$ cat config.mk
export PLATFORM = sky130hd
export DESIGN_NAME = xdp_compressor
export DESIGN_NICKNAME = d
export VERILOG_FILES = /design/src/rtl/xdp_pkg.sv /design/src/rtl/xdp_delta_stage.sv /design/src/rtl/xdp_scratch.sv /design/src/rtl/xdp_addr_table.sv /design/src/rtl/xdp_compressor.sv
export SDC_FILE = /design/constraint.sdc
export NUM_CORES = 2
export LEC_CHECK = 0
export BUFFER_PORTS_ARGS = -buffer_cell sky130_fd_sc_hd__buf_4
export CORE_MARGIN = 5
export CORE_UTILIZATION = 30
export CTS_BUF_LIST = sky130_fd_sc_hd__clkbuf_16
export CTS_CLUSTER_SIZE = 14
export DETAILED_ROUTE_END_ITERATION = 10
export SYNTH_ARGS = -nofsm -noshare
export SYNTH_HDL_FRONTEND = slang
export SYNTH_SLANG_ARGS = --single-unit
$ cat constraint.sdc
create_clock -name clk_i -period 10.85 [get_ports clk_i]
set_clock_uncertainty 0.1 [all_clocks]
set_input_delay 0.5425 -clock clk_i [delete_from_list [all_inputs] [get_ports clk_i]]
set_output_delay 0.5425 -clock clk_i [all_outputs]
set_load 0.03 [all_outputs]
$ cat src/rtl/xdp_pkg.sv
package xdp_pkg;
  typedef enum logic [2:0] {
    ST_IDLE,
    ST_SCAN,
    ST_DECIDE,
    ST_WRITE,
    ST_DEC
  } xdp_state_e;
endpackage

$ cat src/rtl/xdp_delta_stage.sv
module xdp_delta_stage #(
  parameter int WORD_W = 32,
  parameter int IDX_W  = 4
) (
  input  logic              clk_i,
  input  logic              rst_ni,
  input  logic              vld_i,
  input  logic [IDX_W-1:0]  idx_i,
  input  logic [WORD_W-1:0] a_i,
  input  logic [WORD_W-1:0] b_i,
  output logic              vld_o,
  output logic [IDX_W-1:0]  idx_o,
  output logic [WORD_W-1:0] a_o,
  output logic [WORD_W-1:0] b_o,
  output logic [WORD_W-1:0] x_o,
  output logic              nz_o
);
  always_ff @(posedge clk_i or negedge rst_ni) begin
    if (!rst_ni) begin
      vld_o <= 1'b0;
      idx_o <= '0;
      a_o   <= '0;
      b_o   <= '0;
      x_o   <= '0;
      nz_o  <= 1'b0;
    end else begin
      vld_o <= vld_i;
      if (vld_i) begin
        idx_o <= idx_i;
        a_o   <= a_i;
        b_o   <= b_i;
        x_o   <= a_i ^ b_i;
        nz_o  <= |(a_i ^ b_i);
      end
    end
  end
endmodule

$ cat src/rtl/xdp_scratch.sv
module xdp_scratch #(
  parameter int WORD_W = 32,
  parameter int IDX_W  = 4,
  parameter int DEPTH  = 32,
  parameter int PTR_W  = $clog2(DEPTH + 1)
) (
  input  logic              clk_i,
  input  logic              rst_ni,
  input  logic              wr_en_i,
  input  logic [IDX_W-1:0]  wr_idx_i,
  input  logic [WORD_W-1:0] wr_word_i,
  input  logic [PTR_W-1:0]  rd_ptr_i,
  output logic [IDX_W-1:0]  rd_idx_o,
  output logic [WORD_W-1:0] rd_word_o,
  output logic [PTR_W-1:0]  occ_o
);
  localparam int SAW = (DEPTH > 1) ? $clog2(DEPTH) : 1;

  logic [IDX_W-1:0]  mem_idx  [DEPTH];
  logic [WORD_W-1:0] mem_word [DEPTH];
  logic [PTR_W-1:0]  wr_ptr_q;

  always_ff @(posedge clk_i or negedge rst_ni) begin
    if (!rst_ni) begin
      wr_ptr_q <= '0;
    end else if (wr_en_i) begin
      wr_ptr_q <= wr_ptr_q + 1'b1;
    end
  end

  always_ff @(posedge clk_i) begin
    if (wr_en_i) begin
      mem_idx[wr_ptr_q[SAW-1:0]]  <= wr_idx_i;
      mem_word[wr_ptr_q[SAW-1:0]] <= wr_word_i;
    end
  end

  always_comb begin
    rd_idx_o  = '0;
    rd_word_o = '0;
    if (rd_ptr_i < PTR_W'(DEPTH)) begin
      rd_idx_o  = mem_idx[rd_ptr_i[SAW-1:0]];
      rd_word_o = mem_word[rd_ptr_i[SAW-1:0]];
    end
  end

  assign occ_o = wr_ptr_q;

  AST_SCR_NO_OVERFLOW: assert property (@(posedge clk_i) disable iff (!rst_ni)
    wr_en_i |-> (wr_ptr_q < PTR_W'(DEPTH)));
  AST_SCR_NONZERO_ONLY: assert property (@(posedge clk_i) disable iff (!rst_ni)
    wr_en_i |-> (wr_word_i != '0));
endmodule

$ cat src/rtl/xdp_addr_table.sv
module xdp_addr_table #(
  parameter int ADDR_W = 32,
  parameter int PTR_W  = 6,
  parameter int CNT_W  = 5,
  parameter int SLOTS  = 8
) (
  input  logic              clk_i,
  input  logic              rst_ni,
  input  logic              wr_en_i,
  input  logic [ADDR_W-1:0] wr_addr_i,
  input  logic [PTR_W-1:0]  wr_base_i,
  input  logic [CNT_W-1:0]  wr_cnt_i,
  input  logic [ADDR_W-1:0] lk_addr_i,
  output logic              lk_hit_o,
  output logic [PTR_W-1:0]  lk_base_o,
  output logic [CNT_W-1:0]  lk_cnt_o,
  output logic              full_o
);
  localparam int NW = $clog2(SLOTS + 1);

  logic [NW-1:0]    used_q;
  logic [SLOTS-1:0] hit_vec;
  logic [PTR_W-1:0] slot_base [SLOTS];
  logic [CNT_W-1:0] slot_cnt  [SLOTS];

  always_ff @(posedge clk_i or negedge rst_ni) begin
    if (!rst_ni) used_q <= '0;
    else if (wr_en_i && !full_o) used_q <= used_q + 1'b1;
  end

  assign full_o = (used_q == NW'(SLOTS));

  for (genvar s = 0; s < SLOTS; s++) begin : g_slot
    logic              vld_q;
    logic [ADDR_W-1:0] addr_q;
    logic [PTR_W-1:0]  base_q;
    logic [CNT_W-1:0]  cnt_q;
    always_ff @(posedge clk_i or negedge rst_ni) begin
      if (!rst_ni) begin
        vld_q  <= 1'b0;
        addr_q <= '0;
        base_q <= '0;
        cnt_q  <= '0;
      end else if (wr_en_i && (used_q == NW'(s))) begin
        vld_q  <= 1'b1;
        addr_q <= wr_addr_i;
        base_q <= wr_base_i;
        cnt_q  <= wr_cnt_i;
      end
    end
    assign hit_vec[s]   = vld_q && (addr_q == lk_addr_i);
    assign slot_base[s] = base_q;
    assign slot_cnt[s]  = cnt_q;
  end

  // highest slot is the newest entry
  always_comb begin
    lk_hit_o  = 1'b0;
    lk_base_o = '0;
    lk_cnt_o  = '0;
    for (int s = 0; s < SLOTS; s++) begin
      if (hit_vec[s]) begin
        lk_hit_o  = 1'b1;
        lk_base_o = slot_base[s];
        lk_cnt_o  = slot_cnt[s];
      end
    end
  end

  AST_TBL_NO_OVERFLOW: assert property (@(posedge clk_i) disable iff (!rst_ni)
    wr_en_i |-> !full_o);
endmodule

$ cat src/rtl/xdp_compressor.sv
module xdp_compressor
  import xdp_pkg::*;
#(
  parameter int WORD_W    = 32,
  parameter int VEC_WORDS = 16,
  parameter int SCR_DEPTH = 32,
  parameter int TBL_DEPTH = 8,
  parameter int ADDR_W    = 32,
  parameter int THR_PCT   = 50,
  localparam int IDX_W    = $clog2(VEC_WORDS)
) (
  input  logic              clk_i,
  input  logic              rst_ni,
  input  logic              cmp_start_i,
  input  logic [ADDR_W-1:0] cmp_addr_i,
  input  logic              dec_start_i,
  input  logic [ADDR_W-1:0] dec_addr_i,
  output logic              rd_en_o,
  output logic [IDX_W-1:0]  rd_idx_o,
  input  logic [WORD_W-1:0] a_word_i,
  input  logic [WORD_W-1:0] b_word_i,
  output logic              spill_valid_o,
  output logic [IDX_W-1:0]  spill_idx_o,
  output logic [WORD_W-1:0] spill_word_o,
  output logic              out_valid_o,
  output logic [IDX_W-1:0]  out_idx_o,
  output logic [WORD_W-1:0] out_word_o,
  output logic              busy_o,
  output logic              done_o,
  output logic              done_ok_o
);
  localparam int CNT_W      = $clog2(VEC_WORDS + 1);
  localparam int PTR_W      = $clog2(SCR_DEPTH + 1);
  localparam int ENTRY_BITS = WORD_W + IDX_W;
  localparam int RAW_BITS   = VEC_WORDS * WORD_W;
  localparam int MAX_KEEP   = (THR_PCT * RAW_BITS) / (ENTRY_BITS * 100);
  localparam logic [IDX_W-1:0] LAST_IDX = IDX_W'(VEC_WORDS - 1);

  xdp_state_e        state_q;
  logic              iss_act_q;
  logic [IDX_W-1:0]  iss_idx_q;
  logic              src_vld_q;
  logic [IDX_W-1:0]  src_idx_q;
  logic [CNT_W-1:0]  nz_cnt_q;
  logic              accept_q;
  logic [ADDR_W-1:0] addr_q;
  logic [PTR_W-1:0]  base_q, rptr_q, end_q;
  logic              done_q, ok_q;

  logic              st_vld, st_nz;
  logic [IDX_W-1:0]  st_idx;
  logic [WORD_W-1:0] st_a, st_b, st_x;
  logic              last_ret;

  logic              scr_wr_en;
  logic [IDX_W-1:0]  scr_rd_idx;
  logic [WORD_W-1:0] scr_rd_word;
  logic [PTR_W-1:0]  occ;

  logic              tbl_wr_en, lk_hit, tbl_full;
  logic [PTR_W-1:0]  lk_base;
  logic [CNT_W-1:0]  lk_cnt;

  logic              thr_exc, cap_exc, dec_match;

  assign rd_en_o  = iss_act_q;
  assign rd_idx_o = iss_idx_q;
  assign busy_o   = (state_q != ST_IDLE);
  assign done_o   = done_q;
  assign done_ok_o = ok_q;

  xdp_delta_stage #(.WORD_W(WORD_W), .IDX_W(IDX_W)) i_delta (
    .clk_i (clk_i),
    .rst_ni(rst_ni),
    .vld_i (src_vld_q),
    .idx_i (src_idx_q),
    .a_i   (a_word_i),
    .b_i   (b_word_i),
    .vld_o (st_vld),
    .idx_o (st_idx),
    .a_o   (st_a),
    .b_o   (st_b),
    .x_o   (st_x),
    .nz_o  (st_nz)
  );

  assign last_ret = st_vld && (st_idx == LAST_IDX);

  assign thr_exc = int'(nz_cnt_q) > MAX_KEEP;
  assign cap_exc = (int'(occ) + int'(nz_cnt_q)) > SCR_DEPTH;

  assign scr_wr_en = (state_q == ST_WRITE) && st_vld && st_nz && accept_q;
  assign tbl_wr_en = (state_q == ST_WRITE) && last_ret && accept_q;

  xdp_scratch #(.WORD_W(WORD_W), .IDX_W(IDX_W), .DEPTH(SCR_DEPTH), .PTR_W(PTR_W)) i_scratch (
    .clk_i    (clk_i),
    .rst_ni   (rst_ni),
    .wr_en_i  (scr_wr_en),
    .wr_idx_i (st_idx),
    .wr_word_i(st_x),
    .rd_ptr_i (rptr_q),
    .rd_idx_o (scr_rd_idx),
    .rd_word_o(scr_rd_word),
    .occ_o    (occ)
  );

  xdp_addr_table #(.ADDR_W(ADDR_W), .PTR_W(PTR_W), .CNT_W(CNT_W), .SLOTS(TBL_DEPTH)) i_table (
    .clk_i    (clk_i),
    .rst_ni   (rst_ni),
    .wr_en_i  (tbl_wr_en),
    .wr_addr_i(addr_q),
    .wr_base_i(base_q),
    .wr_cnt_i (nz_cnt_q),
    .lk_addr_i(dec_addr_i),
    .lk_hit_o (lk_hit),
    .lk_base_o(lk_base),
    .lk_cnt_o (lk_cnt),
    .full_o   (tbl_full)
  );

  assign dec_match = (state_q == ST_DEC) && st_vld && (rptr_q < end_q) && (scr_rd_idx == st_idx);

  assign spill_valid_o = (state_q == ST_WRITE) && st_vld && !accept_q;
  assign spill_idx_o   = st_idx;
  assign spill_word_o  = st_a;
  assign out_valid_o   = (state_q == ST_DEC) && st_vld;
  assign out_idx_o     = st_idx;
  assign out_word_o    = st_b ^ (dec_match ? scr_rd_word : '0);

  always_ff @(posedge clk_i or negedge rst_ni) begin
    if (!rst_ni) begin
      state_q   <= ST_IDLE;
      iss_act_q <= 1'b0;
      iss_idx_q <= '0;
      src_vld_q <= 1'b0;
      src_idx_q <= '0;
      nz_cnt_q  <= '0;
      accept_q  <= 1'b0;
      addr_q    <= '0;
      base_q    <= '0;
      rptr_q    <= '0;
      end_q     <= '0;
      done_q    <= 1'b0;
      ok_q      <= 1'b0;
    end else begin
      done_q    <= 1'b0;
      src_vld_q <= iss_act_q;
      src_idx_q <= iss_idx_q;
      if (iss_act_q) begin
        if (iss_idx_q == LAST_IDX) iss_act_q <= 1'b0;
        else iss_idx_q <= iss_idx_q + 1'b1;
      end
      unique case (state_q)
        ST_IDLE: begin
          if (cmp_start_i) begin
            addr_q    <= cmp_addr_i;
            nz_cnt_q  <= '0;
            iss_act_q <= 1'b1;
            iss_idx_q <= '0;
            state_q   <= ST_SCAN;
          end else if (dec_start_i) begin
            if (lk_hit) begin
              rptr_q    <= lk_base;
              end_q     <= lk_base + PTR_W'(lk_cnt);
              iss_act_q <= 1'b1;
              iss_idx_q <= '0;
              state_q   <= ST_DEC;
            end else begin
              done_q <= 1'b1;
              ok_q   <= 1'b0;
            end
          end
        end
        ST_SCAN: begin
          if (st_vld && st_nz) nz_cnt_q <= nz_cnt_q + 1'b1;
          if (last_ret) state_q <= ST_DECIDE;
        end
        ST_DECIDE: begin
          accept_q  <= !(thr_exc || cap_exc || tbl_full);
          base_q    <= occ;
          iss_act_q <= 1'b1;
          iss_idx_q <= '0;
          state_q   <= ST_WRITE;
        end
        ST_WRITE: begin
          if (last_ret) begin
            state_q <= ST_IDLE;
            done_q  <= 1'b1;
            ok_q    <= accept_q;
          end
        end
        ST_DEC: begin
          if (dec_match) rptr_q <= rptr_q + 1'b1;
          if (last_ret) begin
            state_q <= ST_IDLE;
            done_q  <= 1'b1;
            ok_q    <= 1'b1;
          end
        end
        default: state_q <= ST_IDLE;
      endcase
    end
  end

  AST_SPILL_OUT_EXCL: assert property (@(posedge clk_i) disable iff (!rst_ni)
    !(spill_valid_o && out_valid_o));
  AST_SPILL_IDX_STEP: assert property (@(posedge clk_i) disable iff (!rst_ni)
    (spill_valid_o && $past(spill_valid_o)) |-> (spill_idx_o == $past(spill_idx_o) + 1'b1));
  AST_OUT_IDX_STEP: assert property (@(posedge clk_i) disable iff (!rst_ni)
    (out_valid_o && $past(out_valid_o)) |-> (out_idx_o == $past(out_idx_o) + 1'b1));
  AST_DONE_PULSE: assert property (@(posedge clk_i) disable iff (!rst_ni)
    done_o |=> !done_o);
  AST_READ_WHILE_BUSY: assert property (@(posedge clk_i) disable iff (!rst_ni)
    rd_en_o |-> busy_o);
  AST_NO_STORE_ON_REJECT: assert property (@(posedge clk_i) disable iff (!rst_ni)
    spill_valid_o |-> !scr_wr_en);
endmodule

==> flow_metrics.tcl <==
set metrics [dict create \
    grtUsageTotal_pct 16.02 \
    startpoint "rptr_q[1]$_DFFE_PN0P_" \
    ctsResizeCount 0 \
    cts_max_path_buffers 3 \
    yosys.area_share.simple_pct 4.808 \
    status "finished, final reports clean" \
    fp.dieW_um 493.8 \
    core.rowCount 177 \
    maxSlewViolCount 0 \
    period_needed_ps 6253 \
    worstHoldEndpoint "done_ok_o$_DFFE_PN0P_" \
    netlist_instances 3999 \
    final_common_cell "edfxtp_1" \
    syn_area_per_cell_um2 17.56 \
    hold_path.class "input port to register" \
    cts_root_buf "clkbuf_16" \
    grt_remaining_overflow 0 \
    die_area_mm2 0.2438 \
    tns_ps 0 \
    io_buffers 213 \
    fillCellCount 21818 \
    cts_tree "yes" \
    synth_compound_area_share_pct 2.033 \
    dr.pass1.iters 5 \
    synth.distinct_cells 81 \
    place_hpwl_mm 111.0 \
    drt-total-wl_mm 198.0 \
    synth_nets 4159 \
    synth_ff_type "edfxtp_1" \
    min-delay-start "dec_start_i" \
    synthAdderAreaFrac_pct 0.5204 \
    final_cell_mix "edfxtp_1, dfrtp_1, mux2_2" \
    drt-initial-drc-count 3961 \
    maxSlewHeadroom_pct 13.06 \
    grt_pass1_wl_mm 286.8 \
    reg2reg_to "end_q[5]$_DFFE_PN0P_" \
    critPathMaxFanout 62 \
    r2r_setup_slack_ps 5820 \
    setup_violations 0 \
    grt_max_degree 129 \
    max_freq_ghz 0.1599 \
    irDropWorstVdd_v 0.0001542 \
    start_util_pct 30.16 \
    placed_area_mm2 0.07568 \
    h-tree-depth 4 \
    synthToLayoutAreaGrowth_pct 16.67 \
    io_pins 214 \
    detail-route-antenna-nets 0 \
    yosysWarnings 0 \
    cts_sinks 1687 \
    drc 0 \
    endpoint_kind "primary output" \
    yosys-top-cells-area "edfxtp_1, dfrtp_1, mux4_2, mux2_2, xnor2_1" \
    fin_area_mm2 0.08191 \
    cts_made_buffers 166 \
    layout-drive-gt1-share_pct 30.08 \
    path_class "register to primary output" \
    leakage_uw 0.02922 \
    die_h_um 493.8 \
    netlist.area_leader.share_pct 49.27 \
    async_reset_ff_share_pct 31.71 \
    synth_edf_count 1152 \
    gp_congestion 0.9245 \
    finalNetCount 4504 \
    worstMarginPinSlew_ps 1301 \
    core_area_mm2 0.2328 \
    num_vias 38985 \
    synth_top_family_by_area "multiplexers" \
    finalCritPeriodShare_pct 57.63 \
    viasPerCell 5.118 \
    powerDensity_mw_per_mm2 192.8 \
    grt_pass1_vias 39542 \
    clkTransAtPathRegs_ps 60 \
    antenna_found_initial 6 \
    min_path_cells 4 \
    rsz0062_at_grt "false" \
    r2r-start "i_table.g_slot[1].addr_q[0]$_DFFE_PN0P_" \
    worstRegToRegCells 16 \
    ys_seq_area_share_pct 68.34 \
    synth.mux.area_fraction_pct 18.53 \
    wire_per_inst_um 26.00 \
    clk_latency_ps 820 \
    hold_viol 0 \
    required_ps 10210 \
    netlist_area_mm2 0.07021 \
    synth-seq-cells 1687 \
    synth_top_area_cell "edfxtp_1" \
    critical_path_arrival_ps 5610 \
    cap_viol_max_count 0 \
    start_kind "register" \
    synthXorXnorAreaFrac_pct 4.229 \
]
==> layout make-up <==
class | instances | area (µm²) | area share, %
inverter | 42 | 157.7 | 0.1925
timing repair buffer | 386 | 3176 | 3.877
antenna | 4 | 10.01 | 0.01222
multi-input combinational | 2061 | 21400 | 26.13
sequential | 1687 | 48000 | 58.61
clock inverter | 138 | 1062 | 1.297
clock buffer | 167 | 4179 | 5.102
tap | 3132 | 3919 | 4.784
==> per-layer routing <==
layer | vias up | GRT usage, % | share of wire, %
met4 | 2 | 5.043 | 3.1
met2 | 1625 | 25.15 | 47
met5 | - | 0 | 0.0045
met1 | 20862 | 22.63 | 42
met3 | 298 | 2.916 | 7.9
li1 | 16198 | - | -
==> stage by stage <==
stage / hold WS, ps / instances / worst slack, ps / total power [µW] / util (%)
after floorplan: 146.9 / 3999 / 6620 / 9377 / -
after global placement: 354.4 / 7210 / 5288 / 10300 / 32.51
after detailed placement: 350.7 / 7210 / 5297 / 10390 / 32.51
after CTS: 67.21 / 7613 / 4413 / 15950 / 35.19
after global routing: 133.1 / 7614 / 4135 / 16390 / 35.19
final: 145.3 / 7617 / 4597 / 15800 / 35.19
==> synth_stat cells (all sizes together), types with 44 or more instances <==
cell type / number
edfxtp: 1152
dfrtp: 535
mux2: 417
mux4: 346
nand2: 172
xnor2: 170
xor2: 169
nor2: 159
clkbuf: 113
buf: 96
nand4: 74
a21oi: 67
nor4: 59
mux2i: 52
nand3: 45
o21ai: 44
==> state kept, by name (all words and copies together), names as in the netlist, 8 cells and up <==
| signal | flops |
|---|---|
| i_delta.b_o | 32 |
| i_table.g_slot.cnt_q | 40 |
| i_table.g_slot.base_q | 48 |
| i_delta.a_o | 32 |
| i_delta.x_o | 32 |
| i_table.g_slot.addr_q | 256 |
| addr_q | 32 |
| i_table.g_slot.vld_q | 8 |
| i_scratch.mem_word | 1024 |
| i_scratch.mem_idx | 128 |
==> worst max path at each step <==
stage / end / slack (ps) / cells after the start
after detailed placement: out_word_o[8] / 5300 / 8
final: out_word_o[24] / 4600 / 8
after floorplan: end_q[5]$_DFFE_PN0P_ / 6620 / 17
after global routing: out_word_o[8] / 4140 / 8
after global placement: out_word_o[8] / 5290 / 8
after CTS: out_word_o[8] / 4410 / 8
==> critical path, stage by stage, from the launching register on <==
cell	delay, ps
dfrtp_4	1110
buf_4	850
buf_4	830
mux4_2	420
mux4_2	490
mux2i_1	480
nor2_1	120
xor2_1	190
buf_4	190
==> power by group <==
| part | internal, µW | leakage (µW) | switching (µW) |
|---|---|---|---|
| Sequential | 7830 | 0.0174 | 882 |
| Combinational | 595 | 0.00909 | 950 |
| Clock | 3020 | 0.00272 | 2520 |
| Total | 11400 | 0.0292 | 4350 |
==> what timing repair did <==
action | 4_1_cts | 5_1_grt
endpoints found under the hold margin | 204 | 0
setup buffers | 0 | 0
hold buffers | 98 | 0
==> cell families after synthesis <==
group / count (synthesis)
AOI/OAI and AO/OA: 217
xor gates and xnor gates: 339
adders and majority gates: 28
buffers and inverters: 251
DFF: 1687
muxes: 815
and+or+nand+nor: 662
No activity file was read; power rests on OpenSTA's default activity.
